### src/rtl/flash_cmd_engine.sv
`timescale 1ns/1ps
module flash_cmd_engine #(
  parameter int HALF_CYC = 1
) (
  input  logic        clk,
  input  logic        rst_n,
  input  logic        reg_wr_i,
  input  logic [1:0]  reg_sel_i,
  input  logic [31:0] reg_wdata_i,
  output logic [31:0] ctrl_o,
  output logic [31:0] rd_lo_o,
  output logic [31:0] rd_hi_o,
  output logic        sck_o,
  output logic        cs_n_o,
  output logic        mosi_o,
  input  logic        miso_i
);
  localparam int DIV_W = (HALF_CYC > 1) ? $clog2(HALF_CYC) : 1;
  localparam logic [DIV_W-1:0] DIV_LAST = DIV_W'(HALF_CYC - 1);

  typedef enum logic [2:0] {PH_IDLE, PH_OPC, PH_ADDR, PH_DUMMY, PH_WR, PH_RD} ph_t;

  logic [31:0] ctrl_q, addr_q, wlo_q, whi_q, rlo_q, rhi_q;
  logic        busy_q, sck_q;
  ph_t         ph_q, nxt_ph, after_addr, after_dummy;
  logic [DIV_W-1:0] div_q;
  logic [6:0]  bits_q, ld_bits;
  logic [63:0] sr_q, ld_sr, in_q, in_fin, wswap, rd_pack;
  logic [5:0]  ash;

  wire [4:0] dummy_n = ctrl_q[11:7];
  wire [2:0] wr_n    = ctrl_q[14:12];
  wire       wr_on   = ctrl_q[15];
  wire [1:0] ab_n    = ctrl_q[17:16];
  wire       ad_on   = ctrl_q[19];
  wire [2:0] rd_n    = ctrl_q[22:20];
  wire       rd_on   = ctrl_q[23] & ~wr_on;
  wire [7:0] opc     = ctrl_q[31:24];
  wire       locked  = busy_q | ctrl_q[0];
  wire       start   = ctrl_q[0] & ~busy_q;
  wire       tick    = (div_q == DIV_LAST);

  assign ctrl_o  = {ctrl_q[31:2], busy_q, ctrl_q[0]};
  assign rd_lo_o = rlo_q;
  assign rd_hi_o = rhi_q;
  assign sck_o   = sck_q;
  assign cs_n_o  = ~busy_q;
  assign mosi_o  = busy_q & sr_q[63];
  assign in_fin  = {in_q[62:0], miso_i};
  assign ash     = {1'b0, ~ab_n, 3'b000};

  always_comb begin
    for (int i = 0; i < 8; i++) begin
      wswap[8*(7-i) +: 8] = (i < 4) ? wlo_q[8*i +: 8] : whi_q[8*(i-4) +: 8];
      rd_pack[8*i +: 8]   = (i <= int'(rd_n)) ? in_fin[8*(int'(rd_n)-i) +: 8] : 8'h00;
    end
  end

  always_comb begin
    after_dummy = wr_on ? PH_WR : (rd_on ? PH_RD : PH_IDLE);
    after_addr  = (dummy_n != 5'd0) ? PH_DUMMY : after_dummy;
    case (ph_q)
      PH_OPC:   nxt_ph = ad_on ? PH_ADDR : after_addr;
      PH_ADDR:  nxt_ph = after_addr;
      PH_DUMMY: nxt_ph = after_dummy;
      default:  nxt_ph = PH_IDLE;
    endcase
  end

  always_comb begin
    ld_bits = 7'd8;
    ld_sr   = 64'h0;
    case (nxt_ph)
      PH_ADDR: begin
        ld_bits = 7'({ab_n, 3'b000}) + 7'd8;
        ld_sr   = {addr_q, 32'h0} << ash;
      end
      PH_DUMMY: ld_bits = {2'b00, dummy_n};
      PH_WR: begin
        ld_bits = 7'({wr_n, 3'b000}) + 7'd8;
        ld_sr   = wswap;
      end
      PH_RD:   ld_bits = 7'({rd_n, 3'b000}) + 7'd8;
      default: ld_bits = 7'd8;
    endcase
  end

  always_ff @(posedge clk or negedge rst_n) begin
    if (!rst_n) begin
      ctrl_q <= '0;
      addr_q <= '0;
      wlo_q  <= '0;
      whi_q  <= '0;
      rlo_q  <= '0;
      rhi_q  <= '0;
      busy_q <= 1'b0;
      sck_q  <= 1'b0;
      ph_q   <= PH_IDLE;
      div_q  <= '0;
      bits_q <= '0;
      sr_q   <= '0;
      in_q   <= '0;
    end else if (start) begin
      ctrl_q[0] <= 1'b0;
      busy_q    <= 1'b1;
      ph_q      <= PH_OPC;
      bits_q    <= 7'd8;
      sr_q      <= {opc, 56'h0};
      sck_q     <= 1'b0;
      div_q     <= '0;
      in_q      <= '0;
    end else if (busy_q) begin
      if (!tick) begin
        div_q <= div_q + 1'b1;
      end else begin
        div_q <= '0;
        if (!sck_q) begin
          sck_q <= 1'b1;
        end else begin
          sck_q <= 1'b0;
          sr_q  <= {sr_q[62:0], 1'b0};
          if (ph_q == PH_RD) in_q <= in_fin;
          if (bits_q == 7'd1) begin
            if (nxt_ph == PH_IDLE) begin
              busy_q <= 1'b0;
              ph_q   <= PH_IDLE;
              if (ph_q == PH_RD) begin
                rlo_q <= rd_pack[31:0];
                rhi_q <= rd_pack[63:32];
              end
            end else begin
              ph_q   <= nxt_ph;
              bits_q <= ld_bits;
              sr_q   <= ld_sr;
            end
          end else begin
            bits_q <= bits_q - 7'd1;
          end
        end
      end
    end else if (reg_wr_i && !locked) begin
      case (reg_sel_i)
        2'd0: ctrl_q <= reg_wdata_i & 32'hFFFF_FFFD;
        2'd1: addr_q <= reg_wdata_i;
        2'd2: wlo_q  <= reg_wdata_i;
        default: whi_q <= reg_wdata_i;
      endcase
    end
  end
endmodule

### config.mk
export PLATFORM = sky130hd
export DESIGN_NAME = flash_cmd_engine
export DESIGN_NICKNAME = d
export VERILOG_FILES = /design/src/rtl/flash_cmd_engine.sv
export SDC_FILE = /design/constraint.sdc
export NUM_CORES = 1
export LEC_CHECK = 0
export BUFFER_PORTS_ARGS = -buffer_cell sky130_fd_sc_hd__buf_2
export CAP_MARGIN = 20
export CORE_AREA = 2 2 208 210
export CTS_BUF_LIST = sky130_fd_sc_hd__clkbuf_16
export CTS_CLUSTER_DIAMETER = 120
export DETAILED_ROUTE_END_ITERATION = 10
export DIE_AREA = 0 0 210 212
export PLACE_DENSITY_LB_ADDON = 0.08
export SLEW_MARGIN = 20
export SYNTH_ARGS = -nofsm -noshare
export SYNTH_HDL_FRONTEND = slang
export SYNTH_SLANG_ARGS = --single-unit
### constraint.sdc
create_clock -name clk -period 5.9 [get_ports clk]
set_input_delay 0.59 -clock clk [delete_from_list [all_inputs] [get_ports clk]]
set_output_delay 0.59 -clock clk [all_outputs]
set_load 0.1 [all_outputs]
==> impl_results.md, run 1 <==
* Final Core Density at 0.449
* Row Count at 76
* Most frequent cells in the layout: 328 x dfrtp_1, 307 x nand2_1, 142 x mux2_2
* Fin cells at 2193
* Post-synthesis sequential area ratio at 0.492
* CTS Hold Bufs at 1
* Min-Delay Path Class: input port to register
* Gpl congestion at 0.860
* Initial DRC count at 989
* Clk pwr share at 0.235
* RSZ-0062 raised after global routing: false
* Worst EP required at 6350 ps
* Slowest-stage cell, CP: dfrtp_2
* Avg Cell Area, Syn at 10.9 um^2
* Clk buf depth at 3
* Total track usage at 0.239
* # setup viols final at 0
* Most common cell after layout, fill and taps aside: dfrtp_1
* Number of I/O port buffers at 136
* # H-tree levels at 2
* Remaining Overflow, GRT at 0
* Yosys cell types at 65
* Buf/Inv on CP at 1
* Family with the most delay on the worst path: flip-flops
* Hold Fails Final Rpt at 0
* Reg2Reg Depth at 8
* NumNets Final at 1675
* Sequential share of power at 0.343
* VDD IR-drop max at 416 uV
* Die Ht at 212 um
* Max FO, Critical Path at 53
* Internal power at 5700 uW
* Largest net degree at the start of global routing at 141
* Antenna-violating nets left at 0
* Pins over their slew limit at 0
* Layout area overhead at 13.9%
* Hold EP: wlo_q[17]
* Comb power frac at 0.421
* Final instance area at 19100 um^2
* Crit path arrival time at 3850 ps
* Vias in the first global route at 12495
* Antenna diode count at 0
* Clock tree root driver cell: clkbuf_16
* Final min period at 3400 ps
* Critical path's largest stage delay at 980 ps
* Post-Syn Nets at 1593
* CP dominant cell by count: a21oi_1
* Starting Density at 0.395
* EDFF count, synth at 0
* Reg2reg setup slack at 2500 ps
* Crit path cell chain: inv_1 > ha_4 > mux2_2 > nand2_1 > or2_2 > a21oi_1 > a21oi_1 > o31ai_1
* Sw Share at 0.436
* Chip width at 210 um
* Reg-to-reg startpoint: ctrl_q[21]
* Leakage at 0.00838 uW
* Drt pass-1 iters at 5
* Die area at 44500 um^2
* Critical Path End Type: register
* Final WL at 52100 um
* Final-layout fill cell count at 4058
* Period utilization at 0.575
* Hpwl dp at 34600 um
* Post-CTS Setup Bufs at 0
* HP Start: reg_wdata_i[17]
* DRC viols at 0
* Asr flop ratio synth at 1.00
* Power per Cell Area at 528 nW/um^2
* Critical path class: register to register
* Placed standard-cell area at 17800 um^2
* Ratio of cells with drive above 1 in the final layout at 0.282
* Worst Tran Pin Value at 1070 ps
* Mapped cell area at 16800 um^2
* P_sw at 4400 uW
* CTS Sinks at 330
* Top_reg_cell synth: dfrtp_1
* Vias per Instance at 5.78
* CTS tree: done
* Vias at 12671
* Reg2reg end: rd_lo_o[30]
* # resized after CTS at 0
* Cts bufs inserted at 40
* Core area at 42500 um^2
* Clock-pin slew on the worst setup and hold paths at 60 ps
* Hold depth at 2
* Yosys warns at 0
* Status: complete, no violations
* Antenna violations before repair at 0
* WL per Instance at 23.8 um
* Clock Skew at 21.0 ps
* Final Power at 10100 uW
* CP startpoint kind: register
* Worst skew pair latency at 570 ps
* Mapped Cells at 1538
* Fmax at 295 MHz
* # Max-Cap Violations at 0
* First-pass GRT wire length at 80600 um
* I/O pin count at 137
* #FFs+latches synth at 330
* Placed insts at 2123
* Rel. slew slack at 0.284
* Setup TNS at 0 ps
## power groups by stage
stage                     Clock (uW)  Sequential (uW)  Combinational (uW)
final                           2370             3460                4250
after global routing            2520             3550                4580
after CTS                       2440             3470                4270
after detailed placement           0             3500                4250
after global placement             0             3490                4230
after floorplan                    0             3980                2680
## cell type report
cell class	count	area [um^2]	area share
clock buffers	41	1030	0.0537
clock inverters	28	208	0.0109
inverters	12	45.0	0.00236
multi-input cells	1073	7970	0.417
flip-flops and latches	330	8260	0.433
well taps	546	683	0.0358
repair buffers	163	908	0.0476
## flip-flops by register name, indices dropped and copies added (netlist names), 7 cells and up
signal	count
wlo_q	32
in_q	63
addr_q	32
rd_hi_o	32
rd_lo_o	32
ctrl_q	31
sr_q	64
bits_q	7
whi_q	32
## through the flow
stage | worst slack [ps] | hold slack, ps
after detailed placement | 2120 | 452
after global routing | 2280 | 322
after global placement | 2200 | 449
after CTS | 2110 | 286
after floorplan | 2320 | 294
final | 2500 | 315
## cells by family (layout without fill, tap and decap cells)
logic type               after synthesis  count (layout)  synth area share
XOR/XNOR                               4               4           0.00209
multiplexers                         250             250             0.202
adder cells (fa/ha/maj)               17              17            0.0127
buffers and inverters                135             244            0.0360
AND/OR/NAND/NOR                      434             434             0.109
flip-flops                           330             330             0.492
AO/OA/AOI/OAI                        368             368             0.145
## worst max-delay path by stage
stage | startpoint | endpoint | slack [ps] | depth (start not counted)
floorplan | ctrl_q[20] | rd_hi_o[12] | 2320 | 10
global placement | ctrl_q[21] | rd_lo_o[30] | 2200 | 8
detailed placement | ctrl_q[21] | rd_lo_o[30] | 2120 | 8
CTS | ctrl_q[21] | rd_lo_o[30] | 2110 | 8
global route | ctrl_q[21] | rd_lo_o[30] | 2280 | 8
finish | ctrl_q[21] | rd_lo_o[30] | 2500 | 8
## synth_stat cells, types with 9 or more instances
master / n / area, um^2
o21ai_0: 88 / 440
clkbuf_1: 72 / 270
nor3_1: 17 / 85.1
dfrtp_1: 330 / 8260
a211oi_1: 28 / 210
buf_2: 32 / 160
nand3_1: 29 / 145
a22oi_1: 23 / 173
mux4_2: 57 / 1280
a221oi_1: 15 / 131
nor2_1: 43 / 161
a21oi_1: 121 / 606
inv_1: 12 / 45.0
a22oi_2: 20 / 250
a221o_1: 9 / 90.1
ha_1: 17 / 213
mux2i_1: 51 / 510
mux2_2: 142 / 1600
nand2_1: 307 / 1150
o21ai_1: 13 / 65.1
## metal layers
metal,part of all wire,up-vias,track usage
met2,0.49,356,0.396
li1,-,5761,-
met5,0,-,0
met4,0.035,0,0.0915
met1,0.43,6467,0.322
met3,0.043,87,0.0290
## worst register-to-register path, cell delays in order (launching register included)
cell     delay, ps
dfrtp_2        980
inv_1          390
ha_4           840
mux2_2         280
nand2_1         60
or2_2          320
a21oi_1        150
a21oi_1         60
o31ai_1        230
Note: power is estimated with default switching activity, not from simulation.
==> run 2: changes to the inputs <==
Settings changed: ABC_AREA from default to 1, CORE_AREA 2 2 208 210 to 2 2 209 211, DIE_AREA 0 0 210 212 to 0 0 211 213.
Clock period 5.9 ns to 2.87 ns, I/O delays scaled along.
==> impl_results.md, run 2 <==
* Status: complete, no violations
* Rel. slew slack at 0.452 (+0.168)
* Final min period at 2480 ps
* Mux cell area share after synthesis at 0.0158 (-0.187)
* Power per Cell Area at 502 nW/um^2 (-5.0%)
* Synth Area in Adders at 0.0126 (-0.0000724)
* Synth Area in Compound Gates at 0.210 (+0.0650)
* CP startpoint kind: register
* Slowest-stage cell, CP: buf_2
* I/O pin count at 137 (unchanged)
* Leakage at 0.00930 uW (+11%)
* Total track usage at 0.256 (+0.0173)
* Worst Tran Pin Value at 814 ps (-258 ps)
* Period utilization at 0.864
* Mapped cell area at 16900 um^2 (+0.57%)
* Yosys warns at 0 (unchanged)
* Critical Path End Type: output port
* Antenna-violating nets left at 0 (unchanged)
* Top_reg_cell synth: dfrtp_1
* Post-Syn Nets at 2161 (+36%)
* Gpl congestion at 0.900 (+4.7%)
* #FFs+latches synth at 330 (unchanged)
* Drt pass-1 iters at 6 (+1)
* Core area at 42700 um^2 (+0.45%)
* Clock-pin slew on the worst setup and hold paths at 60 ps (about the same)
* Vias at 14942 (+18%)
* Commonest cells post-synth: 564 x nand2_1, 386 x o21ai_0, 330 x dfrtp_1
* Asr flop ratio synth at 1.00 (unchanged)
* Vias per Instance at 5.37 (-7.0%)
* Antenna diode count at 0 (unchanged)
* CTS Sinks at 330 (unchanged)
* Critical path's largest stage delay at 510 ps (-470 ps)
* Register with the most flip-flops: sr_q
* Hold Fails Final Rpt at 0 (unchanged)
* Die area at 44900 um^2 (+0.95%)
* EDFF count, synth at 0 (unchanged)
* Family with the most delay on the worst path: buffers and inverters
* Most common cell in the netlist: nand2_1
* Ratio of cells with drive above 1 in the final layout at 0.131 (-0.151)
* Clock Skew at 8.93 ps (-12.0 ps)
* Buf/Inv on CP at 3 (+2)
* Pins over their slew limit at 0 (unchanged)
* Layout area overhead at 15.7%
* Max FO, Critical Path at 108 (+100%)
* Remaining Overflow, GRT at 0 (unchanged)
* Avg Cell Area, Syn at 8.01 um^2 (-27%)
* Chip width at 211 um (+0.48%)
* Yosys cell types at 39 (-40%)
* Critical path class: register to output port
* Post-synthesis sequential area ratio at 0.490 (-0.00281)
* NumNets Final at 2261 (+35%)
* Synth Area in Simple Gates at 0.192 (+0.0831)
* Hpwl dp at 40100 um (+16%)
* # Max-Cap Violations at 0 (unchanged)
* Fmax at 403 MHz
* Max FFs per register at 64 (unchanged)
* Cts bufs inserted at 39 (-2.5%)
* RSZ-0062 raised after global routing: false
* Post-synth top area share at 0.490 (-0.00281)
* Min-Delay Path Class: input port to register
* Crit path cell chain: buf_12 > buf_4 > buf_2
* # H-tree levels at 2 (unchanged)
* Most frequent cells in the layout: 562 x nand2_1, 386 x o21ai_0, 328 x dfrtp_1
* VDD IR-drop max at 324 uV (-22%)
* # setup viols final at 0 (unchanged)
* Most common cell after layout, fill and taps aside: nand2_1
* CTS tree: done
* Largest family of logic cells by synthesized area: compound AO/OA/AOI/OAI gates
* First-pass GRT wire length at 87400 um (+8.5%)
* Vias in the first global route at 14405 (+15%)
* Worst skew pair latency at 560 ps (about the same)
* DRC viols at 0 (unchanged)
* Antenna violations before repair at 0 (unchanged)
* Largest net degree at the start of global routing at 121 (-14%)
* Final WL at 56900 um (+9.1%)
* Row Count at 76 (unchanged)
* Starting Density at 0.395 (+0.000499)
* Mapped Cells at 2106 (+37%)
* Regs by FF count: sr_q (64), in_q (63)
* Post-synth top area cell: dfrtp_1
* Initial DRC count at 1280 (+29%)
* DP Worst Slack at 436 ps (-1690 ps)
* Clk buf depth at 3 (unchanged)
* Number of I/O port buffers at 136 (unchanged)
* WL per Instance at 20.5 um (-14%)
* Worst EP required at 2580 ps (-3770 ps)
* Xor-xnor portion of the synthesized cell area at 0.00104 (-0.00105)
* Crit path arrival time at 2190 ps (-1660 ps)
* Die Ht at 213 um (+0.47%)
* Clock tree root driver cell: clkbuf_16
* Area contributors post-synth: dfrtp_1 49%, nand2_1 13%, o21ai_0 11%, nand3_1 4.7%, inv_1 3.9%
* Final worst slack at 391 ps (-2110 ps)
* Setup TNS at 0 ps (unchanged)
## run 2: changes by cell type in the layout (fill, tap and decap cells not counted), sizes merged, moves of 36 or more
| cell | change |
|---|---|
| o21ai | +301 |
| inv | +173 |
| mux2 | -134 |
| nand2 | +260 |
| a21oi | -44 |
| mux2i | -36 |
| mux4 | -57 |
| nand3 | +131 |
| o211ai | +60 |
| a22oi | -41 |
## run 2: through the flow
stage	utilization	std cells	cell area (um^2)	hold slack, ps	total power (uW)
3_3_place_gp	0.425	2702	18200	271	4940
6_report	0.457	2781	19500	40.9	9790
5_1_grt	0.457	2781	19500	34.5	10100
3_5_place_dp	0.425	2702	18200	271	4940
4_1_cts	0.457	2780	19500	2.34	9900
2_1_floorplan	-	2106	16900	-8.59	4760
## run 2: cells by family after synthesis
group	after synthesis
simple gates	784
compound gates	623
flops	330
buf+inv	327
mux	23
fa+ha+maj	17
xor+xnor	2
## run 2: worst paths after layout
kind | startpoint | to | slack (ps) | depth (start not counted)
worst max-delay path | ctrl_q[20] | ctrl_o[20] | 390 | 3
worst min-delay path | reg_wdata_i[20] | ctrl_q[20] | 40 | 3
worst max register to register | ctrl_q[8] | bits_q[4] | 460 | 13
worst min register to register | rd_hi_o[22] | rd_hi_o[22] | 480 | 2
max in group asynchronous | rst_n | rd_hi_o[18] | 1710 | 3
min in group asynchronous | rst_n | in_q[34] | 270 | 2
## run 2: final cells by class
class,count,area (um^2)
clock buffers,40,1000
clock inverters,30,245
fillers,4288,23200
inverters,186,703
multi-input cells,1449,7310
flip-flops and latches,330,8260
well taps,546,683
repair buffers,200,1300
## run 2: worst register-to-register path, stage by stage, from the launching register on
cell,delay [ps]
dfrtp_1,400
nor2_1,220
nand3_1,180
a21oi_2,210
nand2_4,150
nand2_1,180
nand2_1,70
o21ai_1,150
inv_1,70
ha_1,290
nand2_1,80
o211ai_1,90
o21ai_0,150
nand2_1,70
## run 2: report_power, final
group / switching (uW) / internal [uW]
logic: 160 / 42.9
registers: 0 / 4650
clock network: 2050 / 2880
## run 2: layer usage
layer,vias to the layer above,part of all wire,track usage
li1,7250,-,-
met1,7228,0.43,0.332
met2,363,0.49,0.437
met3,101,0.038,0.0302
met4,0,0.038,0.102
met5,-,0,0
## run 2: repair_timing
| item | 4_1_cts | 5_1_grt |
|---|---|---|
| hold buffers | 8 | 0 |
| setup buffers | 0 | 0 |
| gates resized for setup | 0 | 0 |
| hold endpoints to repair | 59 | 0 |
